$ cat src/rtl/port_enc_pkg.sv
package port_enc_pkg;
  localparam int KEY_W     = 16;
  localparam int HILO_EDGE = 1024;
  localparam int TREE_WAYS = 5;
  localparam int TREE_BNDS = TREE_WAYS - 1;

  typedef enum logic [1:0] {
    ST_IDLE   = 2'd0,
    ST_SEARCH = 2'd1,
    ST_HOLD   = 2'd2
  } enc_state_e;
endpackage

$ cat src/rtl/em_hash_lookup.sv
module em_hash_lookup
  import port_enc_pkg::*;
#(
  parameter int HASH_K = 6,
  parameter int EM_W   = 9
) (
  input  logic              clk,
  input  logic              rst_n,
  input  logic              wr_en,
  input  logic [HASH_K-1:0] wr_idx,
  input  logic              wr_vld,
  input  logic [KEY_W-1:0]  wr_tag,
  input  logic [EM_W-1:0]   wr_code,
  input  logic              lk_en,
  input  logic [KEY_W-1:0]  lk_key,
  output logic [EM_W-1:0]   res_code
);
  localparam int DEPTH = 1 << HASH_K;

  logic              vld_q  [DEPTH];
  logic [KEY_W-1:0]  tag_q  [DEPTH];
  logic [EM_W-1:0]   code_q [DEPTH];
  logic [EM_W-1:0]   res_q;
  logic [HASH_K-1:0] idx;
  logic              hit;

  assign idx      = lk_key[HASH_K-1:0];
  assign hit      = vld_q[idx] && (tag_q[idx] == lk_key);
  assign res_code = res_q;

  always_ff @(posedge clk) begin
    if (!rst_n) begin
      for (int i = 0; i < DEPTH; i++) begin
        vld_q[i]  <= 1'b0;
        tag_q[i]  <= '0;
        code_q[i] <= '0;
      end
      res_q <= '0;
    end else begin
      if (wr_en) begin
        vld_q[wr_idx]  <= wr_vld;
        tag_q[wr_idx]  <= wr_tag;
        code_q[wr_idx] <= wr_code;
      end
      if (lk_en) res_q <= hit ? code_q[idx] : '0;
    end
  end
endmodule

$ cat src/rtl/seg_tree_search.sv
module seg_tree_search
  import port_enc_pkg::*;
#(
  parameter int AR_W      = 8,
  parameter int NODE_AW   = 4,
  parameter int MAX_DEPTH = 6
) (
  input  logic               clk,
  input  logic               rst_n,
  input  logic               wr_en,
  input  logic [NODE_AW-1:0] wr_addr,
  input  logic [TREE_BNDS*KEY_W+TREE_WAYS*(AR_W+1)-1:0] wr_node,
  input  logic               start,
  input  logic [KEY_W-1:0]   key,
  output logic               done,
  output logic [AR_W-1:0]    seg_code
);
  localparam int SLOT_W    = AR_W + 1;
  localparam int SLOT_BASE = TREE_BNDS * KEY_W;
  localparam int NODE_W    = SLOT_BASE + TREE_WAYS * SLOT_W;
  localparam int NUM_NODES = 1 << NODE_AW;
  localparam int DEPTH_W   = (MAX_DEPTH > 1) ? $clog2(MAX_DEPTH) : 1;
  localparam int SEL_W     = $clog2(TREE_WAYS + 1);

  logic [NODE_W-1:0]  node_q [NUM_NODES];
  logic               busy_q;
  logic [NODE_AW-1:0] cur_q;
  logic [DEPTH_W-1:0] depth_q;
  logic [KEY_W-1:0]   key_q;

  logic [NODE_W-1:0]    node;
  logic [TREE_BNDS-1:0] le;
  logic [SEL_W-1:0]     sel;
  logic                 leaf;
  logic [AR_W-1:0]      val;

  assign node = node_q[cur_q];

  for (genvar j = 0; j < TREE_BNDS; j++) begin : g_cmp
    assign le[j] = node[j*KEY_W +: KEY_W] <= key_q;
  end

  always_comb begin
    sel = '0;
    for (int j = 0; j < TREE_BNDS; j++) sel = sel + SEL_W'(le[j]);
  end

  assign leaf     = node[SLOT_BASE + int'(sel)*SLOT_W + AR_W];
  assign val      = node[SLOT_BASE + int'(sel)*SLOT_W +: AR_W];
  assign done     = busy_q && (leaf || (depth_q == DEPTH_W'(MAX_DEPTH - 1)));
  assign seg_code = leaf ? val : '0;

  always_ff @(posedge clk) begin
    if (!rst_n) begin
      for (int i = 0; i < NUM_NODES; i++) node_q[i] <= '0;
      busy_q  <= 1'b0;
      cur_q   <= '0;
      depth_q <= '0;
      key_q   <= '0;
    end else begin
      if (wr_en) node_q[wr_addr] <= wr_node;
      if (start) begin
        busy_q  <= 1'b1;
        cur_q   <= '0;
        depth_q <= '0;
        key_q   <= key;
      end else if (busy_q) begin
        if (done) begin
          busy_q <= 1'b0;
        end else begin
          cur_q   <= val[NODE_AW-1:0];
          depth_q <= depth_q + 1'b1;
        end
      end
    end
  end
endmodule

$ cat src/rtl/port_range_encoder.sv
module port_range_encoder
  import port_enc_pkg::*;
#(
  parameter int HASH_K    = 6,
  parameter int EM_W      = 9,
  parameter int AR_W      = 8,
  parameter int CODE_W    = 24,
  parameter int NODE_AW   = 4,
  parameter int MAX_DEPTH = 6
) (
  input  logic               clk,
  input  logic               rst_n,
  input  logic               in_valid,
  output logic               in_ready,
  input  logic [15:0]        in_key,
  output logic               out_valid,
  input  logic               out_ready,
  output logic [CODE_W-1:0]  out_code,
  input  logic               em_we,
  input  logic [HASH_K-1:0]  em_waddr,
  input  logic               em_wvalid,
  input  logic [15:0]        em_wtag,
  input  logic [EM_W-1:0]    em_wcode,
  input  logic               tr_we,
  input  logic [NODE_AW-1:0] tr_waddr,
  input  logic [4*16+5*(AR_W+1)-1:0] tr_wnode
);
  localparam int USED_W = 1 + EM_W + AR_W;
  localparam int PAD_W  = CODE_W - USED_W;

  enc_state_e        st_q;
  logic              accept;
  logic              hl_q;
  logic [EM_W-1:0]   em_code;
  logic [AR_W-1:0]   seg_code;
  logic              tree_done;
  logic [CODE_W-1:0] joined;
  logic [CODE_W-1:0] code_q;

  assign in_ready  = (st_q == ST_IDLE);
  assign accept    = in_valid && in_ready;
  assign out_valid = (st_q == ST_HOLD);
  assign out_code  = code_q;

  em_hash_lookup #(.HASH_K(HASH_K), .EM_W(EM_W)) u_em (
    .clk(clk), .rst_n(rst_n),
    .wr_en(em_we), .wr_idx(em_waddr), .wr_vld(em_wvalid),
    .wr_tag(em_wtag), .wr_code(em_wcode),
    .lk_en(accept), .lk_key(in_key), .res_code(em_code)
  );

  seg_tree_search #(.AR_W(AR_W), .NODE_AW(NODE_AW), .MAX_DEPTH(MAX_DEPTH)) u_tree (
    .clk(clk), .rst_n(rst_n),
    .wr_en(tr_we), .wr_addr(tr_waddr), .wr_node(tr_wnode),
    .start(accept), .key(in_key),
    .done(tree_done), .seg_code(seg_code)
  );

  if (PAD_W > 0) begin : g_pad
    assign joined = {hl_q, em_code, seg_code, {PAD_W{1'b0}}};
  end else begin : g_nopad
    assign joined = {hl_q, em_code, seg_code};
  end

  always_ff @(posedge clk) begin
    if (!rst_n) begin
      st_q   <= ST_IDLE;
      hl_q   <= 1'b0;
      code_q <= '0;
    end else begin
      unique case (st_q)
        ST_IDLE: if (accept) begin
          hl_q <= (in_key >= 16'(HILO_EDGE));
          st_q <= ST_SEARCH;
        end
        ST_SEARCH: if (tree_done) begin
          code_q <= joined;
          st_q   <= ST_HOLD;
        end
        ST_HOLD: if (out_ready) st_q <= ST_IDLE;
        default: st_q <= ST_IDLE;
      endcase
    end
  end
endmodule

$ cat config.mk
export PLATFORM = sky130hd
export DESIGN_NAME = port_range_encoder
export DESIGN_NICKNAME = d
export VERILOG_FILES = /design/src/rtl/port_enc_pkg.sv /design/src/rtl/em_hash_lookup.sv /design/src/rtl/seg_tree_search.sv /design/src/rtl/port_range_encoder.sv
export SDC_FILE = /design/constraint.sdc
export NUM_CORES = 2
export LEC_CHECK = 0
export BUFFER_PORTS_ARGS = -buffer_cell sky130_fd_sc_hd__clkbuf_2
export CAP_MARGIN = 15
export CORE_UTILIZATION = 60
export CTS_CLUSTER_SIZE = 14
export DETAILED_ROUTE_END_ITERATION = 10
export PLACE_DENSITY = 0.76
export SLEW_MARGIN = 20
export SYNTH_ARGS = -nofsm -noshare
export SYNTH_HDL_FRONTEND = slang
export SYNTH_SLANG_ARGS = --single-unit
$ cat constraint.sdc
create_clock -name clk -period 24.7 [get_ports clk]
set_input_delay 2.47 -clock clk [delete_from_list [all_inputs] [get_ports clk]]
set_output_delay 2.47 -clock clk [all_outputs]
set_load 0.01 [all_outputs]
==> metrics.csv <==
metric,value,unit
CP max-delay cell,ha_1,
Yosys top cell area share,63.8,%
first-pass GRT wire length,639000,um
Highest Clock Rate,91.6,MHz
CTS max path bufs,4,
antenna violations before repair,61,
largest net degree at the start of global routing,106,
count of buffers from port buffering,186,
CTS tree,yes,
Initial Util,60.5,%
Hold WS,0.460,ns
vias in the first global route,90300,
endpoints failing hold,0,
number of iterations in the first detailed-routing pass,6,
gr ovfl total,0,
net switching power,3.31,mW
post-synthesis cell area,0.157,mm2
sequential power share,49.7,%
post-CTS sizing,0,
max_cap viols,0,
CTS Hold Bufs,0,
Synth Flop Type,edfxtp_1,
share of layout cells above drive strength 1,19.8,%
CTS Buf Count,364,
Int Power,10.5,mW
Clock Sinks,3466,
crit-path max FO,100,
H-tree levels,5,
FILL cells,17200,
die width,514,um
Ys Warns,0,
CP arrival,11.76,ns
"CTS clk-pin slew, worst paths",0.06,ns
Overall Global Routing Usage,34.0,%
"Setup Fix Bufs, Post-CTS",0,
Post-synth EDFFs,3344,
Area Overhead vs Synth,10.4,%
"area leader, netlist",edfxtp_1,
largest family of logic cells by synthesized area,simple AND/OR/NAND/NOR gates,
Synth Instances,10100,
static leakage,59.6,nW
power per cell area,79.5,mW/mm2
status,finished clean,
Comb pwr share,10.5,%
clock latency on the worst-skew pair,1.01,ns
cell mode on critical path,o21a_1,
number of distinct library cells after synthesis,72,
HPWL after detailed placement,248000,um
Detail Route Antenna Nets,0,
Critical Path RT,25.55,ns
clock network power share,39.8,%
Tmin final,10.92,ns
Final #Nets,10300,
post-synthesis average cell area,15.5,um2
Power Total,13.8,mW
Max-slew headroom,17.9,%
Placer Congestion,0.906,
RSZ-0062 raised after global routing,no,
Post-synth ARST share,0,%
Hold WC Path Type,reg -> reg,
Core ar.,0.260,mm2
die area,0.264,mm2
row count,187,
Compound-Gate Fraction of Synth Area,2.13,%
via/cell ratio,6.62,
CP Class,reg -> reg,
wire per inst,32.3,um
mux cell area share after synthesis,14.2,%
endpoint class of the critical path,flop,
via count,91800,
Chip Height,514,um
Crit path largest cell delay,0.76,ns
io pins,193,
sequential area share after synthesis,65.3,%
initial drt markers,14700,
final worst clock skew,0.0412,ns
Final Max Slew Viols,0,
CTS root buffer,clkbuf_16,
setup_tns,0,ns
switching part of the total power,24.0,%
Synth Area in Simple Gates,15.0,%
Worst VDD drop,0.0890,mV
xor and xnor area share after synthesis,0.0834,%
startpoint types,flop,
total length of routed wires,448000,um
crit-path leading delay family,compound AO/OA/AOI/OAI gates,
Worst Tran Pin Value,1.23,ns
Synth area leaders,"edfxtp_1, and2_1, mux4_2",
final setup vio count,0,
Synth Register Bits,3466,
share of the cycle needed by the critical path after routing,44.2,%
number of remaining DRC errors,0,
Buf/Inv on CP,5,
Synth Area in Adders,0.566,%
cell usage in the layout, fill, tap and decap left out, types with 14 or more instances in the layout:
cell,instances
a211oi_1,14
a21boi_0,19
a21oi_1,55
a221oi_1,25
a22oi_1,55
and2_1,3355
buf_12,15
buf_4,281
bufinv_16,40
clkbuf_1,63
clkbuf_16,372
clkbuf_2,181
clkbuf_8,20
clkinv_1,76
clkinv_2,56
dfxtp_1,118
diode_2,30
edfxtp_1,3344
ha_1,68
inv_1,49
mux2_2,18
mux2i_1,168
mux4_2,909
nand2_1,308
nand2b_1,15
nand3_1,52
nand4_1,16
nor2_1,137
nor2_4,15
nor2b_1,23
nor3_1,15
o21a_1,18
o21ai_0,137
o21ai_2,64
synthesized netlist by cell type (52+ instances only):
cell type  count
a22oi_1       55
ha_1          68
clkbuf_1     718
mux4_2       909
dfxtp_1      122
a21oi_1       55
and2_1      3355
nand3_1       52
nor2_1       158
mux2i_1      168
nand2_1      308
buf_1         52
buf_2         94
o21ai_0      213
edfxtp_1    3344
stage by stage:
| step | area [um2] | instances | util (%) | worst slack, ns |
|---|---|---|---|---|
| 5_1_grt | 174000 | 13900 | 66.8 | 13.03 |
| 4_1_cts | 174000 | 13800 | 66.7 | 13.91 |
| 2_1_floorplan | 157000 | 10100 | - | 13.34 |
| 6_report | 174000 | 13900 | 66.8 | 13.78 |
| 3_3_place_gp | 162000 | 13200 | 62.2 | 14.06 |
| 3_5_place_dp | 162000 | 13200 | 62.2 | 13.96 |
power by group through the flow:
stage	registers (mW)	clock network (mW)	logic (mW)
2_1_floorplan	6.98	0	0.890
3_3_place_gp	6.96	0	1.39
3_5_place_dp	6.98	0	1.41
4_1_cts	6.86	5.51	1.42
5_1_grt	6.89	5.73	1.51
6_report	6.86	5.49	1.45
logic make-up after synthesis:
kind of cell    Yosys count
simple gates           3981
fa+ha+maj                70
compound gates          522
xor+xnor                 15
flops                  3466
other cells               1
mux                    1095
buf+inv                 988
routing by layer:
layer / vias to the layer above / GRT usage, % / wire [um]
met5: - / 0 / 295
met4: 42 / 12.9 / 17700
met3: 968 / 9.12 / 63600
met2: 6726 / 50.3 / 203000
met1: 46900 / 48.7 / 164000
li1: 37100 / - / -
layout make-up:
type	instances	area (um2)	area share (%)
diodes	30	75.1	0.0432
clock buffers	455	9820	5.65
clock inverters	196	1980	1.14
inverters	53	209	0.120
multi-input cells	5689	51000	29.3
flip-flops and latches	3466	103000	59.2
well taps	3496	4370	2.52
repair buffers	484	3450	1.99
registers in the layout, indices dropped and copies added, names as in the netlist, named ones only:
name,count
hl_q,1
out_code,18
st_q,2
u_em.code_q,576
u_em.res_code,9
u_em.tag_q,1024
u_em.vld_q,64
u_tree.busy_q,1
u_tree.cur_q,4
u_tree.depth_q,3
u_tree.key_q,16
u_tree.node_q,1744
worst register-to-register path, delay by kind of cell, from the launching register on:
| family | cells | cell delay [ns] |
|---|---|---|
| AO/OA/AOI/OAI | 13 | 3.06 |
| adder cells (fa/ha/maj) | 3 | 1.74 |
| buffers and inverters | 5 | 2.27 |
| flip-flops | 1 | 0.74 |
| multiplexers | 2 | 1.37 |
| AND/OR/NAND/NOR | 6 | 1.57 |
worst paths after layout:
path / start / to / slack [ns] / cells past startpoint
min: u_em.vld_q[54]$_DFF_P_ / u_em.vld_q[54]$_DFF_P_ / 0.46 / 2
max: flop / out_code[21]$_SDFFE_PN0P_ / 13.78 / 29
min reg2reg: u_em.vld_q[54]$_DFF_P_ / u_em.vld_q[54]$_DFF_P_ / 0.46 / 2
max reg2reg: flop / out_code[21]$_SDFFE_PN0P_ / 13.78 / 29
No activity file was read; power rests on OpenSTA's default activity.
